==> config.mk <==
export PLATFORM = sky130hd
export DESIGN_NAME = rx_desc_status_builder
export DESIGN_NICKNAME = d
export VERILOG_FILES = /design/src/rtl/rxsw_pkg.sv /design/src/rtl/rxsw_prio_enc.sv /design/src/rtl/rxsw_len_calc.sv /design/src/rtl/rxsw_field_mux.sv /design/src/rtl/rx_desc_status_builder.sv
export SDC_FILE = /design/constraint.sdc
export NUM_CORES = 1
export LEC_CHECK = 0
export BUFFER_PORTS_ARGS = -buffer_cell sky130_fd_sc_hd__buf_2
export CORE_UTILIZATION = 30
export CTS_CLUSTER_DIAMETER = 30
export DETAILED_ROUTE_END_ITERATION = 12
export PLACE_DENSITY = 0.64
export SYNTH_ARGS = -nofsm -noshare
export SYNTH_HDL_FRONTEND = slang
export SYNTH_SLANG_ARGS = --single-unit
==> constraint.sdc <==
create_clock -name clk -period 0.8 [get_ports clk]
set_clock_uncertainty 0.15 [all_clocks]
set_input_delay 0.16 -clock clk [delete_from_list [all_inputs] [get_ports clk]]
set_output_delay 0.16 -clock clk [all_outputs]
set_load 0.005 [all_outputs]
==> src/rtl/rxsw_pkg.sv <==
package rxsw_pkg;

    localparam int WORD_W      = 32;
    localparam int MATCH_IDX_W = 2;
    localparam int NUM_MATCH   = 1 << MATCH_IDX_W;
    localparam int LEN_W       = 13;

    // bit positions decoded by descriptor software
    localparam int B_BCAST   = 31;
    localparam int B_MCAST   = 30;
    localparam int B_UCAST   = 29;
    localparam int B_IOADDR  = 28;
    localparam int B_SPEC    = 27;
    localparam int B_SPEC_LO = 25;
    localparam int B_TYPE    = 24;
    localparam int B_TYPE_LO = 22;
    localparam int B_VLAN    = 21;
    localparam int B_PRIO    = 20;
    localparam int B_PCP_LO  = 17;
    localparam int B_CFI     = 16;
    localparam int B_EOF     = 15;
    localparam int B_SOF     = 14;
    localparam int B_FCSBAD  = 13;

    typedef enum logic {
        ST_HEAD = 1'b0,
        ST_BODY = 1'b1
    } frame_st_e;

endpackage

==> src/rtl/rxsw_prio_enc.sv <==
module rxsw_prio_enc #(
    parameter int N     = 4,
    parameter int IDX_W = 2
) (
    input  logic [N-1:0]     req,
    output logic             any,
    output logic [IDX_W-1:0] idx
);
    // highest-numbered request wins: later iterations override
    always_comb begin
        idx = '0;
        for (int i = 0; i < N; i++) begin
            if (req[i]) idx = i[IDX_W-1:0];
        end
    end

    assign any = |req;

endmodule

==> src/rtl/rxsw_len_calc.sv <==
module rxsw_len_calc #(
    parameter int CNT_W     = 14,
    parameter int LEN_W     = 13,
    parameter int FCS_BYTES = 4
) (
    input  logic [CNT_W-1:0] byte_cnt,
    input  logic             strip_fcs,
    output logic [LEN_W-1:0] len
);
    localparam logic [CNT_W-1:0] FCS_C = CNT_W'(FCS_BYTES);

    logic [CNT_W-1:0] adj;

    always_comb begin
        if (!strip_fcs)           adj = byte_cnt;
        else if (byte_cnt < FCS_C) adj = '0;
        else                       adj = byte_cnt - FCS_C;
        len = adj[LEN_W-1:0];
    end

endmodule

==> src/rtl/rxsw_field_mux.sv <==
module rxsw_field_mux
    import rxsw_pkg::*;
(
    input  logic                   sof,
    input  logic                   csum_offload_en,
    input  logic                   ignore_fcs_en,
    input  logic                   bcast_hit,
    input  logic                   mcast_hash_hit,
    input  logic                   ucast_hash_hit,
    input  logic                   io_addr_hit,
    input  logic                   spec_any,
    input  logic [MATCH_IDX_W-1:0] spec_idx,
    input  logic                   type_any,
    input  logic [MATCH_IDX_W-1:0] type_idx,
    input  logic                   snap_ok,
    input  logic [1:0]             csum_verdict,
    input  logic                   vlan_tagged,
    input  logic                   prio_tagged,
    input  logic [2:0]             vlan_pcp,
    input  logic                   vlan_cfi,
    input  logic                   fcs_bad,
    input  logic [LEN_W-1:0]       len,
    output logic [WORD_W-1:0]      word
);
    always_comb begin
        word                              = '0;
        word[B_BCAST]                     = bcast_hit;
        word[B_MCAST]                     = mcast_hash_hit;
        word[B_UCAST]                     = ucast_hash_hit;
        word[B_IOADDR]                    = io_addr_hit;
        word[B_SPEC]                      = spec_any;
        word[B_SPEC_LO +: MATCH_IDX_W]    = spec_idx;
        if (csum_offload_en) begin
            word[B_TYPE]                  = snap_ok;
            word[B_TYPE_LO +: 2]          = csum_verdict;
        end else begin
            word[B_TYPE]                  = type_any;
            word[B_TYPE_LO +: MATCH_IDX_W] = type_idx;
        end
        word[B_VLAN]                      = vlan_tagged;
        word[B_PRIO]                      = vlan_tagged & prio_tagged;
        word[B_PCP_LO +: 3]               = vlan_tagged ? vlan_pcp : 3'b000;
        word[B_CFI]                       = vlan_tagged & vlan_cfi;
        word[B_EOF]                       = 1'b1;
        word[B_SOF]                       = sof;
        word[B_FCSBAD]                    = ignore_fcs_en & fcs_bad;
        word[LEN_W-1:0]                   = len;
    end

endmodule

==> src/rtl/rx_desc_status_builder.sv <==
module rx_desc_status_builder
    import rxsw_pkg::*;
#(
    parameter int CNT_W     = 14,
    parameter int FCS_BYTES = 4
) (
    input  logic                 clk,
    input  logic                 rst_n,
    input  logic                 buf_wr,
    input  logic                 buf_last,
    input  logic                 csum_offload_en,
    input  logic                 ignore_fcs_en,
    input  logic                 fcs_discard_en,
    input  logic                 bcast_hit,
    input  logic                 mcast_hash_hit,
    input  logic                 ucast_hash_hit,
    input  logic                 io_addr_hit,
    input  logic [3:0]           spec_addr_hit,
    input  logic [3:0]           type_id_hit,
    input  logic                 snap_ok,
    input  logic [1:0]           csum_verdict,
    input  logic                 vlan_tagged,
    input  logic                 prio_tagged,
    input  logic [2:0]           vlan_pcp,
    input  logic                 vlan_cfi,
    input  logic                 fcs_bad,
    input  logic [CNT_W-1:0]     byte_cnt,
    output logic                 sts_valid,
    output logic [WORD_W-1:0]    sts_word
);
    localparam logic [WORD_W-1:0] SOF_ONLY = WORD_W'(1) << B_SOF;
    localparam logic [MATCH_IDX_W-1:0] TOP_IDX = MATCH_IDX_W'(NUM_MATCH - 1);

    frame_st_e st_q, st_d;

    logic                   spec_any, type_any;
    logic [MATCH_IDX_W-1:0] spec_idx, type_idx;
    logic [LEN_W-1:0]       len;
    logic [WORD_W-1:0]      final_word;
    logic                   at_head;

    assign at_head = (st_q == ST_HEAD);

    rxsw_prio_enc #(.N(NUM_MATCH), .IDX_W(MATCH_IDX_W)) u_spec_enc (
        .req (spec_addr_hit),
        .any (spec_any),
        .idx (spec_idx)
    );

    rxsw_prio_enc #(.N(NUM_MATCH), .IDX_W(MATCH_IDX_W)) u_type_enc (
        .req (type_id_hit),
        .any (type_any),
        .idx (type_idx)
    );

    rxsw_len_calc #(.CNT_W(CNT_W), .LEN_W(LEN_W), .FCS_BYTES(FCS_BYTES)) u_len (
        .byte_cnt  (byte_cnt),
        .strip_fcs (fcs_discard_en),
        .len       (len)
    );

    rxsw_field_mux u_mux (
        .sof             (at_head),
        .csum_offload_en (csum_offload_en),
        .ignore_fcs_en   (ignore_fcs_en),
        .bcast_hit       (bcast_hit),
        .mcast_hash_hit  (mcast_hash_hit),
        .ucast_hash_hit  (ucast_hash_hit),
        .io_addr_hit     (io_addr_hit),
        .spec_any        (spec_any),
        .spec_idx        (spec_idx),
        .type_any        (type_any),
        .type_idx        (type_idx),
        .snap_ok         (snap_ok),
        .csum_verdict    (csum_verdict),
        .vlan_tagged     (vlan_tagged),
        .prio_tagged     (prio_tagged),
        .vlan_pcp        (vlan_pcp),
        .vlan_cfi        (vlan_cfi),
        .fcs_bad         (fcs_bad),
        .len             (len),
        .word            (final_word)
    );

    // next-state logic
    always_comb begin
        st_d = st_q;
        unique case (st_q)
            ST_HEAD: if (buf_wr && !buf_last) st_d = ST_BODY;
            ST_BODY: if (buf_wr &&  buf_last) st_d = ST_HEAD;
            default: st_d = ST_HEAD;
        endcase
    end

    // state register
    always_ff @(posedge clk or negedge rst_n) begin
        if (!rst_n) st_q <= ST_HEAD;
        else        st_q <= st_d;
    end

    // output register
    always_ff @(posedge clk or negedge rst_n) begin
        if (!rst_n) begin
            sts_valid <= 1'b0;
            sts_word  <= '0;
        end else begin
            sts_valid <= buf_wr;
            if (buf_wr) begin
                if (buf_last)     sts_word <= final_word;
                else if (at_head) sts_word <= SOF_ONLY;
                else              sts_word <= '0;
            end
        end
    end

    AST_VALID_FOLLOWS_STROBE: assert property (@(posedge clk) disable iff (!rst_n)
        buf_wr |=> sts_valid);

    AST_NO_SPURIOUS_VALID: assert property (@(posedge clk) disable iff (!rst_n)
        !buf_wr |=> !sts_valid);

    AST_SOF_AT_HEAD: assert property (@(posedge clk) disable iff (!rst_n)
        (buf_wr && at_head) |=> sts_word[B_SOF]);

    AST_NO_SOF_IN_BODY: assert property (@(posedge clk) disable iff (!rst_n)
        (buf_wr && !at_head) |=> !sts_word[B_SOF]);

    AST_NONFINAL_CLEAN: assert property (@(posedge clk) disable iff (!rst_n)
        (sts_valid && !sts_word[B_EOF]) |-> ((sts_word & ~SOF_ONLY) == '0));

    AST_SPEC_TOP_WINS: assert property (@(posedge clk) disable iff (!rst_n)
        (buf_wr && buf_last && spec_addr_hit[NUM_MATCH-1]) |=>
        (sts_word[B_SPEC] && sts_word[B_SPEC_LO +: MATCH_IDX_W] == TOP_IDX));

    AST_VLAN_QUALIFIES: assert property (@(posedge clk) disable iff (!rst_n)
        (sts_valid && !sts_word[B_VLAN]) |-> (sts_word[B_PRIO:B_CFI] == '0));

    AST_FCS_GATED: assert property (@(posedge clk) disable iff (!rst_n)
        (buf_wr && !ignore_fcs_en) |=> !sts_word[B_FCSBAD]);

endmodule

## After elaboration in Yosys (flattened, before gate mapping)

Index checks and enable logic that the tools add are counted.

- Register bits after elaboration: 34
- Output and inout bits: 33

- $add $sub $neg: 1
- Order comparisons: 1
- Multiplexer cells: 15
- Bitwise gates (word level): 4
- Reduce and logical (&&, ||, !) cells: 5

Operator list:

| operator | count |
|---|---|
| $mux 32 | 1 |
| $mux 13 | 2 |
| $mux 15 | 1 |
| $lt 14x3->1 const B | 1 |
| $sub 13x3->13 const B | 1 |
| $mux 2 | 4 |
| $reduce_or 4->1 | 2 |
| $mux 3 | 2 |
| $mux 1 | 4 |
| $and 1x1->1 | 3 |
| $logic_and 1x1->1 | 2 |
| $pmux 1 s2 | 1 |
| $logic_not 1->1 | 1 |
| $not 1->1 | 1 |

## Longest topological paths before layout

- Depth after elaboration: 5
- Mapped depth: 7

## Hierarchy

From an unflattened synthesis, not the netlist that was laid out.

- Cells, all modules: 238
- Area total of the unflattened synthesis: 2,038.2 µm²

Modules (own cells, without submodules):

| module | times used | cells an instance | area an instance (µm²) |
|---|---|---|---|
| rx_desc_status_builder | 1 | 144 | 1,393.8 |
| rxsw_len_calc | 1 | 53 | 349.1 |
| rxsw_field_mux | 1 | 33 | 247.7 |
| rxsw_prio_enc | 2 | 4 | 23.8 |

## Worst setup path before layout

Ideal clock, no wire load.

- Path type: input-to-reg
- Start: in byte_cnt[2]
- End: reg sts_word[10]
- Data arrival time: 1.269 ns
- Required time: 0.508 ns
- Slack: -0.760 ns
- Stages on the path: 7
- Buffers on the path: 1
- Cell sequence: inv_1 ha_1 and4bb_2 nand3_2 o311ai_4 buf_6 o22ai_2

- Longest elaborated chain between the ends: 4
- Elaborated cells on any way between the ends: 5
- Those cells by class: 1 x add/sub; 1 x order compare; 3 x mux

Ends and longest elaborated chain:

| element | line | source |
|---|---|---|
| start, declared | rx_desc_status_builder.sv:27 | `input logic [CNT_W-1:0] byte_cnt,` |
| $sub 13x3->13 or $lt 14x3->1 (tied branches) | rxsw_len_calc.sv:17, rxsw_len_calc.sv:16 |  |
| $mux 13 (*) | rxsw_len_calc.sv:16 | `else if (byte_cnt < FCS_C) adj = '0;` |
| $mux 13 (*) | rxsw_len_calc.sv:15 | `if (!strip_fcs) adj = byte_cnt;` |
| $mux 32 (*) | rx_desc_status_builder.sv:109 | `if (buf_last) sts_word <= final_word;` |
| end signal, assigned | rx_desc_status_builder.sv:109 |  |
| end, declared | rx_desc_status_builder.sv:29 | `output logic [WORD_W-1:0] sts_word` |

Every way passes the cells marked *; elsewhere a longest branch is shown, timed or not.
A chain may end at the register's enable or synchronous reset.

## Final worst setup path

- Start: in byte_cnt[3]
- End: reg sts_word[11]

Same word-level chain as after synthesis.

==> summary.log <==
INFO  outcome        status=complete, but fails checks
INFO  outcome        violations=hold timing, setup timing
INFO  power_and_ir_drop power.share.combinational=23.8%
INFO  route          drt_drc_violations_left=0
INFO  yosys          synth_seq_cells=34
INFO  yosys          postSynthAreaPerCell=10.1um2
INFO  yosys          sequential_to_total_area_share_from_yosys_stat=50.9%
INFO  critical_path  timing.critical_path.arrival=1.34ns
INFO  critical_path  worst_setup_path_startpoint=byte_cnt[3]
INFO  power_and_ir_drop power.share.sequential=45.7%
INFO  place          gp_congestion=0.739
INFO  finish         area_used_by_multi_input_combinational_logic=757um2
INFO  power_and_ir_drop pwr_per_cell_area=1540nW/um2
INFO  floorplanning  row_count=26
INFO  global_routing grt_max_degree=35
INFO  cts            tritoncts=yes
INFO  yosys          post-synth-top-area-fraction=50.9%
INFO  yosys          yosysTopAreaCell=dfrtp_1
INFO  sta            timing.slew.headroom=79.0%
INFO  finish         layout-drive-gt1-share=57.1%
INFO  finish         nFillCells=479
INFO  power_and_ir_drop cell_internal_pwr=3.10mW
INFO  global_routing vias_in_the_first_global_route=1527
INFO  yosys          most_area_consuming_cells_after_synthesis=dfrtp_1 51%, inv_1 8.5%, o22ai_2 7.5%
INFO  critical_path  worst-path-max-fanout=4
INFO  route          route.detailed.wl_per_inst=12.2um
INFO  yosys          synth_enable_flop_cells=0
INFO  finish         post_layout_util=52.4%
INFO  power_and_ir_drop clock_power_share=30.5%
INFO  floorplanning  core_region_area=5240um2
INFO  finish         final_net_count=330
INFO  yosys          synthesis.yosys.warnings=0
INFO  global_routing globalRoute.totalOverflow=0
INFO  route          drt-initial-drc-count=45
INFO  route          route.vias.total=1605
INFO  yosys          async_flop_share=100%
INFO  critical_path  r2r_slack=-0.21ns
INFO  critical_path  end_kind=flip-flop
INFO  route          drtPass1Iterations=3
INFO  critical_path  worst_ep_required_time=0.81ns
INFO  sta            timing.final.setup_violations=54
INFO  critical_path  rr_endpoint=sts_word[12]
INFO  place          hpwlAfterDp=3010um
INFO  cts            cts.path.max_buffers=2
INFO  yosys          post-synth-top-count-cell=inv_1
INFO  finish         area_taken_by_flip_flops_and_latches=851um2
INFO  power_and_ir_drop vdd.ir_drop.worst=0.658mV
INFO  sta            timing.hold.ws=-0.0357ns
INFO  power_and_ir_drop p_sw_share=26.6%
INFO  cts            cts_hold_repair.buffers=1
INFO  floorplanning  die-area=5870um2
INFO  sta            slew_viol_final=0
INFO  critical_path  worst-setup-path-type=in2reg
INFO  global_routing met1_usage=16.9%
INFO  run            cap_violations=0
INFO  yosys          synth_commonest_cells=38 x inv_1, 34 x dfrtp_1, 12 x nand2_1
INFO  yosys          synth_area=1670um2
INFO  floorplanning  die_height=76.6um
INFO  route          routed_wirelength=4340um
INFO  global_routing first_pass_grt_wire_length=6780um
INFO  global_routing top_usage_layer=met2
INFO  cts            cts_inserted_buffers=5
INFO  finish         synthToLayoutAreaGrowth=64.3%
INFO  sta            post-route-period-util=166%
INFO  critical_path  crit_end=sts_word[11]
INFO  global_routing antenna_found_initial=0
INFO  route          drt-vias-per-instance=4.50
INFO  sta            finalHoldViolations=13
INFO  global_routing groute.usage.overall=14.8%
INFO  min_path       min_path_type=in2reg
INFO  floorplanning  die_w=76.6um
INFO  yosys          synth_top_flop_cell=dfrtp_1
INFO  global_routing global_route.usage.met3=4.79%
INFO  min_path       holdCritStartpoint=vlan_pcp[1]
INFO  cts            clk-insertion-delay-late=0.28ns
INFO  yosys          syn_nets=210
INFO  power_and_ir_drop leakage=1.38nW
INFO  cts            cts.clk_slew.worst_paths=0.07ns
INFO  sta            tightest_slew=0.314ns
INFO  critical_path  worstRegToRegCells=4
INFO  critical_path  cp-start-kind=primary input
INFO  finish         n_antenna_cell=0
INFO  place          dp_slack=-0.966ns
INFO  floorplanning  effective_utilization_at_floorplan=31.9%
INFO  sta            timing.fmax=754MHz
INFO  sta            post-route-min-period=1.33ns
INFO  route          postRouteAntennaNets=0
INFO  yosys          number_of_different_library_cells_in_the_post_synthesis_netlist=32
INFO  critical_path  timing.rr.start=sts_word[12]
INFO  cts            root_buffer=clkbuf_8
INFO  place          port_buffers=75
INFO  cts            clock_tree.htree_level_count=2
INFO  sta            final_setup_slack_of_the_worst_path=-0.527ns
INFO  floorplanning  ios=76
INFO  global_routing grt_util_met2=25.9%
INFO  power_and_ir_drop net-switching-power=1.12mW
INFO  sta            rsz0062_at_grt=true
INFO  cts            clock-sinks=34
INFO  yosys          syn_inst=166
area by class of cell:
cell class / instances / share of cell area (%)
repair buffers: 120 / 29.1
clock buffers: 7 / 3.14
multi-input cells: 87 / 27.6
flip-flops and latches: 34 / 31.0
well taps: 70 / 3.19
clock inverters: 1 / 0.182
inverters: 38 / 5.83
through the flow:
step           cell area, um2  TNS (ns)  cells  power (mW)
2_1_floorplan            1710    -10.39    166        2.30
3_3_place_gp             2340    -16.58    330        2.75
3_5_place_dp             2340    -17.30    330        2.77
4_1_cts                  2600    -17.85    348        4.19
5_1_grt                  2750    -19.19    357        4.49
6_report                 2750    -17.28    357        4.23
critical path: stages:
cell	delay [ns]
buf_12	0.11
buf_6	0.10
or4b_4	0.54
nor4_4	0.16
xnor2_1	0.16
o22ai_2	0.10
logic make-up after synthesis:
family | share of synthesized area [%]
buffers and inverters | 10.6
AND/OR/NAND/NOR | 12.6
adder cells (fa/ha/maj) | 0.749
flip-flops | 50.9
multiplexers | 1.27
AO/OA/AOI/OAI | 18.6
XOR/XNOR | 5.24
flip-flops by register name, indices dropped and copies added, names as in the netlist, named ones only:
name and cells:
sts_valid 1, sts_word 32
worst min-delay path by stage:
stage	to	slack, ns	depth (start not counted)
after floorplan	asynchronous set/reset pin	-0.29	0
after global placement	sts_word[28]	-0.02	2
after detailed placement	sts_word[28]	-0.01	2
after CTS	sts_word[18]	-0.05	3
after global routing	sts_word[17]	-0.04	3
final	sts_word[18]	-0.04	3
power by group through the flow:
stage	logic, mW	registers (mW)	clock network (mW)
floorplan	0.324	1.97	0
global placement	0.791	1.96	0
detailed placement	0.810	1.96	0
CTS	0.916	1.93	1.34
global route	1.11	1.95	1.44
finish	1.00	1.93	1.29
metal layers:
metal  share of wire (%)  wire length (um)  vias to the layer above
met5                   0                 0                        -
met4                 1.2                51                        0
met3                 5.3               231                        6
met2                  51              2210                       53
met1                  43              1850                      754
li1                    -                 -                      792
placed cells by master (no fill, tap or decap), drive strengths merged:
master	count
o311ai	1
nor3	1
o2111ai	2
or4b	1
mux2	1
clkbuf	8
mux2i	1
ha	1
or3	3
or2	1
clkinv	2
nor2b	1
xor2	5
a21oi	2
nor4	3
nand2	12
dlygate4sd3	1
nand4	1
buf	118
inv	37
o21ai	12
nand3	8
nor2	4
and4bb	1
a31o	1
xnor2	5
o22ai	20
dfrtp	34
repair_timing:
item | 4_1_cts | 5_1_grt
hold endpoints to repair | 47 | 11
resized for setup | 19 | 22
pin swaps | 4 | 6
buffers inserted | 10 | 12
endpoints found under the setup margin | 50 | 58
No activity file was read; power rests on OpenSTA's default activity.
